===== src/rtl/clm_pkg.sv =====
package clm_pkg;

  typedef enum logic [1:0] {
    SZ_BYTE = 2'b00,
    SZ_HALF = 2'b01,
    SZ_WORD = 2'b10,
    SZ_RSVD = 2'b11
  } wsize_t;

endpackage


===== src/rtl/clm_lane_steer.sv =====
module clm_lane_steer
  import clm_pkg::*;
#(
  parameter int DATA_W = 32,
  localparam int LANES = DATA_W / 8,
  localparam int OFS_W = $clog2(LANES)
) (
  input  logic [1:0]        size,
  input  logic [OFS_W-1:0]  lo,
  input  logic              big,
  input  logic [DATA_W-1:0] data,
  output logic [LANES-1:0]  be,
  output logic [DATA_W-1:0] wdata,
  output logic              size_ok
);

  logic [OFS_W-1:0] byte_lane;
  logic [OFS_W-1:0] half_lane;

  // Endian mirroring: XOR with the top lane (byte) or top pair (half)
  assign byte_lane = lo ^ (big ? OFS_W'(LANES - 1) : '0);
  assign half_lane = {lo[OFS_W-1:1], 1'b0} ^ (big ? OFS_W'(LANES - 2) : '0);

  always_comb begin
    be      = '0;
    wdata   = '0;
    size_ok = 1'b1;
    case (wsize_t'(size))
      SZ_BYTE: begin
        be    = LANES'(1) << byte_lane;
        wdata = DATA_W'(data[7:0]) << {byte_lane, 3'b000};
      end
      SZ_HALF: begin
        be    = LANES'(2'b11) << half_lane;
        wdata = DATA_W'(data[15:0]) << {half_lane, 3'b000};
      end
      SZ_WORD: begin
        be    = '1;
        wdata = data;
      end
      default: size_ok = 1'b0;
    endcase
  end

  // an accepted size enables exactly 1, 2 or all lanes
  always_comb begin
    if (size_ok)
      a_r3_lane_count: assert ($countones(be) == 1 || $countones(be) == 2
                               || $countones(be) == LANES);
  end

endmodule


===== src/rtl/clm_line_store.sv =====
module clm_line_store #(
  parameter int WORDS  = 8,
  parameter int DATA_W = 32,
  localparam int LANES = DATA_W / 8,
  localparam int IDX_W = $clog2(WORDS)
) (
  input  logic              clk,
  input  logic              rst,
  input  logic              wr_go,
  input  logic [IDX_W-1:0]  wr_idx,
  input  logic [LANES-1:0]  be,
  input  logic [DATA_W-1:0] wdata,
  input  logic [IDX_W-1:0]  rd_idx,
  output logic [DATA_W-1:0] rd_data
);

  logic [DATA_W-1:0] mem [WORDS];
  logic [DATA_W-1:0] old_word;
  logic [DATA_W-1:0] merged;
  logic [DATA_W-1:0] bit_mask;

  assign old_word = mem[wr_idx];

  for (genvar l = 0; l < LANES; l++) begin : g_lane
    assign bit_mask[l*8 +: 8] = {8{be[l]}};
    assign merged[l*8 +: 8]   = be[l] ? wdata[l*8 +: 8] : old_word[l*8 +: 8];
  end

  always_ff @(posedge clk) begin
    if (rst) begin
      for (int i = 0; i < WORDS; i++) mem[i] <= '0;
      rd_data <= '0;
    end else begin
      rd_data <= mem[rd_idx];
      if (wr_go) mem[wr_idx] <= merged;
    end
  end

  // R1-style lane update: enabled lanes carry the store data afterwards
  a_r1_lanes_written: assert property (@(posedge clk) disable iff (rst)
    (!rst && wr_go) |=> ((mem[$past(wr_idx)] & $past(bit_mask))
                         == ($past(wdata) & $past(bit_mask))));

  // lanes outside the store keep their old contents
  a_r4_lanes_kept: assert property (@(posedge clk) disable iff (rst)
    (!rst && wr_go) |=> ((mem[$past(wr_idx)] & ~$past(bit_mask))
                         == ($past(old_word) & ~$past(bit_mask))));

  // without an accepted store the addressed word holds
  a_r5_no_store_hold: assert property (@(posedge clk) disable iff (rst)
    (!rst && !wr_go) |=> (mem[$past(wr_idx)] == $past(old_word)));

endmodule


===== src/rtl/clm_flag_track.sv =====
module clm_flag_track #(
  parameter int WORDS = 8,
  localparam int IDX_W = $clog2(WORDS),
  localparam int HALF  = WORDS / 2
) (
  input  logic             clk,
  input  logic             rst,
  input  logic             wr_go,
  input  logic [IDX_W-1:0] wr_idx,
  input  logic             clean,
  input  logic             inval,
  output logic             dirty_lo,
  output logic             dirty_hi,
  output logic             valid
);

  logic in_upper;
  assign in_upper = (wr_idx >= IDX_W'(HALF));

  always_ff @(posedge clk) begin
    if (rst) begin
      dirty_lo <= 1'b0;
      dirty_hi <= 1'b0;
      valid    <= 1'b0;
    end else begin
      dirty_lo <= (dirty_lo & ~clean) | (wr_go & ~in_upper);
      dirty_hi <= (dirty_hi & ~clean) | (wr_go & in_upper);
      valid    <= ~inval & (valid | wr_go);
    end
  end

  a_r6_lower_dirty: assert property (@(posedge clk) disable iff (rst)
    (wr_go && !in_upper) |=> dirty_lo);

  a_r7_upper_dirty: assert property (@(posedge clk) disable iff (rst)
    (wr_go && in_upper) |=> dirty_hi);

  a_r8_sticky: assert property (@(posedge clk) disable iff (rst)
    (dirty_lo && dirty_hi && !clean) |=> (dirty_lo && dirty_hi));

  a_r9_clean: assert property (@(posedge clk) disable iff (rst)
    (clean && !wr_go) |=> (!dirty_lo && !dirty_hi));

  a_r10_inval: assert property (@(posedge clk) disable iff (rst)
    inval |=> !valid);

endmodule


===== src/rtl/cache_line_merge.sv =====
module cache_line_merge #(
  parameter int WORDS  = 8,
  parameter int DATA_W = 32,
  localparam int IDX_W = $clog2(WORDS),
  localparam int OFS_W = $clog2(DATA_W / 8)
) (
  input  logic              clk,
  input  logic              rst,
  input  logic              wr_en,
  input  logic [IDX_W-1:0]  wr_idx,
  input  logic [OFS_W-1:0]  wr_lo,
  input  logic [1:0]        wr_size,
  input  logic [DATA_W-1:0] wr_data,
  input  logic              big_endian,
  input  logic              clean,
  input  logic              invalidate,
  input  logic [IDX_W-1:0]  rd_idx,
  output logic [DATA_W-1:0] rd_data,
  output logic              dirty_lo,
  output logic              dirty_hi,
  output logic              line_valid
);

  localparam int LANES = DATA_W / 8;

  logic [LANES-1:0]  be;
  logic [DATA_W-1:0] wdata;
  logic              size_ok;
  logic              wr_go;

  assign wr_go = wr_en & size_ok;

  clm_lane_steer #(.DATA_W(DATA_W)) u_steer (
    .size    (wr_size),
    .lo      (wr_lo),
    .big     (big_endian),
    .data    (wr_data),
    .be      (be),
    .wdata   (wdata),
    .size_ok (size_ok)
  );

  clm_line_store #(.WORDS(WORDS), .DATA_W(DATA_W)) u_store (
    .clk     (clk),
    .rst     (rst),
    .wr_go   (wr_go),
    .wr_idx  (wr_idx),
    .be      (be),
    .wdata   (wdata),
    .rd_idx  (rd_idx),
    .rd_data (rd_data)
  );

  clm_flag_track #(.WORDS(WORDS)) u_flags (
    .clk      (clk),
    .rst      (rst),
    .wr_go    (wr_go),
    .wr_idx   (wr_idx),
    .clean    (clean),
    .inval    (invalidate),
    .dirty_lo (dirty_lo),
    .dirty_hi (dirty_hi),
    .valid    (line_valid)
  );

  // the reserved size code never reaches the store path
  a_r5_rsvd_blocked: assert property (@(posedge clk) disable iff (rst)
    (wr_size == 2'b11) |-> !wr_go);

endmodule


===== config.mk =====
export PLATFORM = sky130hd
export DESIGN_NAME = cache_line_merge
export DESIGN_NICKNAME = d
export VERILOG_FILES = /design/src/rtl/clm_pkg.sv /design/src/rtl/clm_lane_steer.sv /design/src/rtl/clm_line_store.sv /design/src/rtl/clm_flag_track.sv /design/src/rtl/cache_line_merge.sv
export SDC_FILE = /design/constraint.sdc
export NUM_CORES = 1
export LEC_CHECK = 0
export BUFFER_PORTS_ARGS = -buffer_cell sky130_fd_sc_hd__buf_2
export CAP_MARGIN = 40
export CORE_UTILIZATION = 40
export DETAILED_ROUTE_END_ITERATION = 16
export PLACE_DENSITY = 0.66
export SLEW_MARGIN = 20
export SYNTH_ARGS = -nofsm -noshare
export SYNTH_HDL_FRONTEND = slang
export SYNTH_HIERARCHICAL = 1
export SYNTH_SLANG_ARGS = --single-unit
export TNS_END_PERCENT = 20

===== constraint.sdc =====
create_clock -name clk -period 2.25 [get_ports clk]
set_clock_uncertainty 0.1 [all_clocks]
set_input_delay 0.3375 -clock clk [delete_from_list [all_inputs] [get_ports clk]]
set_output_delay 0.3375 -clock clk [all_outputs]
set_load 0.05 [all_outputs]

==> results by group <==
Outcome
  – Run status: finished clean

CTS
  – Number of gates resized after CTS: 0
  – Clock insertion delay at the later pin of the skew report: 0.56 ns
  – Clock tree sinks: 291
  – Master cell of the clock root buffer: clkbuf_16
  – Clock-pin transition on the worst setup and hold timing paths: 0.06 ns
  – H-tree Lvls: 1
  – Quantity of hold-fixing buffers added after cts: 3
  – Inserted Clock Buffers: 31
  – Setup repair bufs after CTS: 0
  – TritonCTS clock tree: yes
  – Maximum buffer depth of the clock tree: 3

Global route
  – Global-route wire length before repair: 46.9 mm
  – Residual overflow from global routing: 0
  – Total routing resource utilization after global routing: 0.189
  – Initial antenna violation count: 2
  – Maximum number of pins on one net before global-route repair: 43
  – Vias in the first global route: 7666

Floorplanning
  – Die boundary height: 183 um
  – Total core area: 31800 um^2
  – I/O pin count: 83
  – DIE WIDTH: 183 um
  – Rows: 65
  – Initial Util: 0.410
  – Floorplan die area: 33300 um^2

Routing
  – DR WL/cell: 20.8 um
  – Total number of vias: 7528
  – Length of the first detailed-routing pass in iterations: 4
  – First DRT Iteration DRCs: 675
  – Via density: 5.15
  – Final wirelength: 30.4 mm
  – Count of antenna-violating nets left after detailed routing: 0
  – DRC Markers: 0

Placement
  – Placed Cells incl. Taps: 1402
  – Final HPWL DP: 21.2 mm
  – Placer congestion estimate: 0.804
  – Number of port buffers: 82

STA
  – Unrepaired setup endpoints after global routing: false
  – Tightest slew margin relative to the limit: 0.666
  – Maximum achievable frequency: 0.531 GHz
  – Period utilization: 0.837
  – Final setup vio count: 0
  – Clock period minus worst slack: 1.88 ns
  – Number of failing hold endpoints at the final stage: 0
  – Number of max-slew violations in the final report: 0
  – Transition at the pin with the smallest max-transition slack: 0.500 ns

Critical path
  – Capturing element type of the critical path: register
  – CP startpoint kind: input pin
  – Arrival time of data at the critical path endpoint: 2.08 ns
  – Delay of the slowest cell on the worst path: 0.39 ns
  – Classification of the worst setup path: input pin to register
  – Setup slack of the worst register-to-register path: 0.82 ns
  – Reg-to-Reg Start: u_store/mem[1][23]
  – Cell repeated most along the worst path: or2_2
  – Max Fanout on Critical Path: 8
  – Crit Reg-Reg Endpoint: u_store/rd_data[23]
  – Critical path, cell by cell: buf_2 > xor2_1 > o211a_1 > or2_2 > nand4bb_1 > nor2_1 > or2_2
  – Worst reg-to-reg path cell count: 3
  – Required time worst endpoint: 2.44 ns
  – Slowest CP cell: or2_2

Power and ir drop
  – Max IR drop VDD: 550 uV
  – Sequential cell fraction of total power: 0.492
  – Part of the total power dissipated in the clock network: 0.409
  – Power per cell area: 823 nW/um^2
  – Part of the power in combinational logic: 0.099
  – Static Leak: 5.78 nW
  – Sw Ratio: 0.231
  – Cell Int Power: 0.00980 W
  – Net load switching power: 0.00295 W

Synthesis
  – Post-Synthesis Cell Area: 13000 um^2
  – Sequential element share of the synthesized area: 0.643
  – Mean cell area of the mapped netlist: 15.3 um^2
  – Synthesized net count: 903
  – Count of distinct cell types in the synthesized netlist: 34
  – Gate Count Post-Synth: 855
  – Total of flip-flops plus latches after synthesis: 291
  – Number of warnings reported in the yosys synthesis log: 6

Finish
  – Count of fill cells added during filler insertion: 2718
  – Area used by multi-input combinational logic: 4520 um^2
  – Nets@finish: 1051
  – Finished Core Util: 0.487
  – Ratio of cells with drive above 1 in the final layout: 0.308
  – Layout Area Growth over Synthesis: 18.7%
  – Post-route insts no fill: 1462
  – Sequential standard cell area: 8390 um^2

Hold path
  – Worst hold path class: input pin to register
  – Instance count along the most critical hold path: 3
  – Endpoint, Worst Hold: u_flags/dirty_lo
  – Startpoint of the lowest-slack hold path: wr_idx[2]

Flow run
  – Reported max-cap violation count: 0
-- cell families (layout without fill, tap and decap cells) --
family	after synthesis	count (layout)	synth area share
simple gates	398	398	0.181
flops	291	291	0.643
mux	96	96	0.135
buf+inv	34	205	0.0130
compound gates	33	33	0.0265
xor+xnor	3	3	0.00201
other cells	0	1	0
-- how the worst max path moves through the flow --
stage	to	slack (ns)	start
final	u_store/mem[5][19]	0.37	wr_lo[1]
after global routing	u_store/mem[5][17]	0.35	big_endian
after CTS	u_store/mem[5][17]	0.41	wr_lo[1]
after detailed placement	u_store/mem[5][19]	-0.17	wr_lo[1]
after global placement	u_store/mem[4][18]	-0.11	wr_lo[1]
after floorplan	u_store/mem[0][24]	-0.01	wr_lo[1]
-- power by group through the flow --
stage	clock network (W)	logic (W)	registers, W
floorplan	0	0.000629	0.00654
finish	0.00521	0.00127	0.00627
global route	0.00551	0.00135	0.00630
global placement	0	0.00126	0.00638
CTS	0.00531	0.00127	0.00628
detailed placement	0	0.00127	0.00639
-- placed cells by master, fill, tap and decap left out, types with 5 or more instances in the layout --
cell type  synthesis  final
clkbuf_16          0     31
dfxtp_1           35     35
nand2b_1           6      6
or2_2             34     30
buf_2              4     81
bufinv_16          0      5
mux4_2            64     64
and2_1           274    274
nor2_1            67     63
clkinv_2           0      7
edfxtp_1         256    256
buf_4              6     57
a22o_2             8      8
a221o_2            8      8
a22o_1             8      8
buf_12             0      6
mux2i_1           32     32
-- flip-flops by register name, summed over array words and instances, names as in the netlist --
name	cells
u_store/mem	256
u_flags/dirty_hi	1
u_flags/dirty_lo	1
u_store/rd_data	32
u_flags/valid	1
-- through the flow --
stage          total power, W  hold WS [ns]  TNS [ns]  worst slack, ns  area (um^2)
2_1_floorplan         0.00717         0.307    -0.432          -0.0105        13100
3_5_place_dp          0.00765         0.359    -12.47           -0.168        14400
3_3_place_gp          0.00764         0.357     -7.33           -0.110        14400
5_1_grt                0.0132        0.0751         0            0.345        15500
4_1_cts                0.0129        0.0548         0            0.412        15500
6_report               0.0128        0.0719         0            0.368        15500
-- area by class of cell --
class | instances | share of cell area
Timing Repair Buffer | 147 | 0.0635
Inverter | 2 | 0.000485
Multi-Input combinational cell | 530 | 0.292
Clock buffer | 37 | 0.0528
Clock inverter | 19 | 0.0145
Sequential cell | 291 | 0.542
Tap cell | 435 | 0.0351
Antenna cell | 1 | 0.000162
-- Yosys cell counts, drive strengths merged --
cell type | count | area share
a21boi | 2 | 0.0029
a21oi | 3 | 0.0012
a221o | 8 | 0.0069
a221oi | 1 | 0.0020
a22o | 16 | 0.012
and2 | 274 | 0.13
buf | 20 | 0.0090
clkbuf | 12 | 0.0035
dfxtp | 35 | 0.054
edfxtp | 256 | 0.59
inv | 2 | 0.00058
mux2i | 32 | 0.025
mux4 | 64 | 0.11
nand2 | 2 | 0.00058
nand2b | 6 | 0.0029
nand3b | 2 | 0.0012
nand4b | 4 | 0.0027
nand4bb | 4 | 0.0035
nor2 | 67 | 0.019
nor2b | 1 | 0.00048
nor3 | 1 | 0.00038
o211a | 1 | 0.00077
o21ai | 1 | 0.00038
o21bai | 1 | 0.00086
or2 | 34 | 0.016
or3 | 1 | 0.00048
or3b | 2 | 0.0015
xnor2 | 1 | 0.00067
xor2 | 2 | 0.0013
-- worst max-delay path: cells and delay by family --
family	cells	cell delay, ns
and+or+nand+nor	4	1.13
buffers and inverters	1	0.15
xor gates and xnor gates	1	0.19
AOI/OAI and AO/OA	1	0.27
-- metal layers --
metal	global-route usage	wire (um)
met3	0.0403	2510
met5	0	14
met1	0.271	13500
met2	0.287	13500
met4	0.0618	908
(Power assumes the default switching activity.)
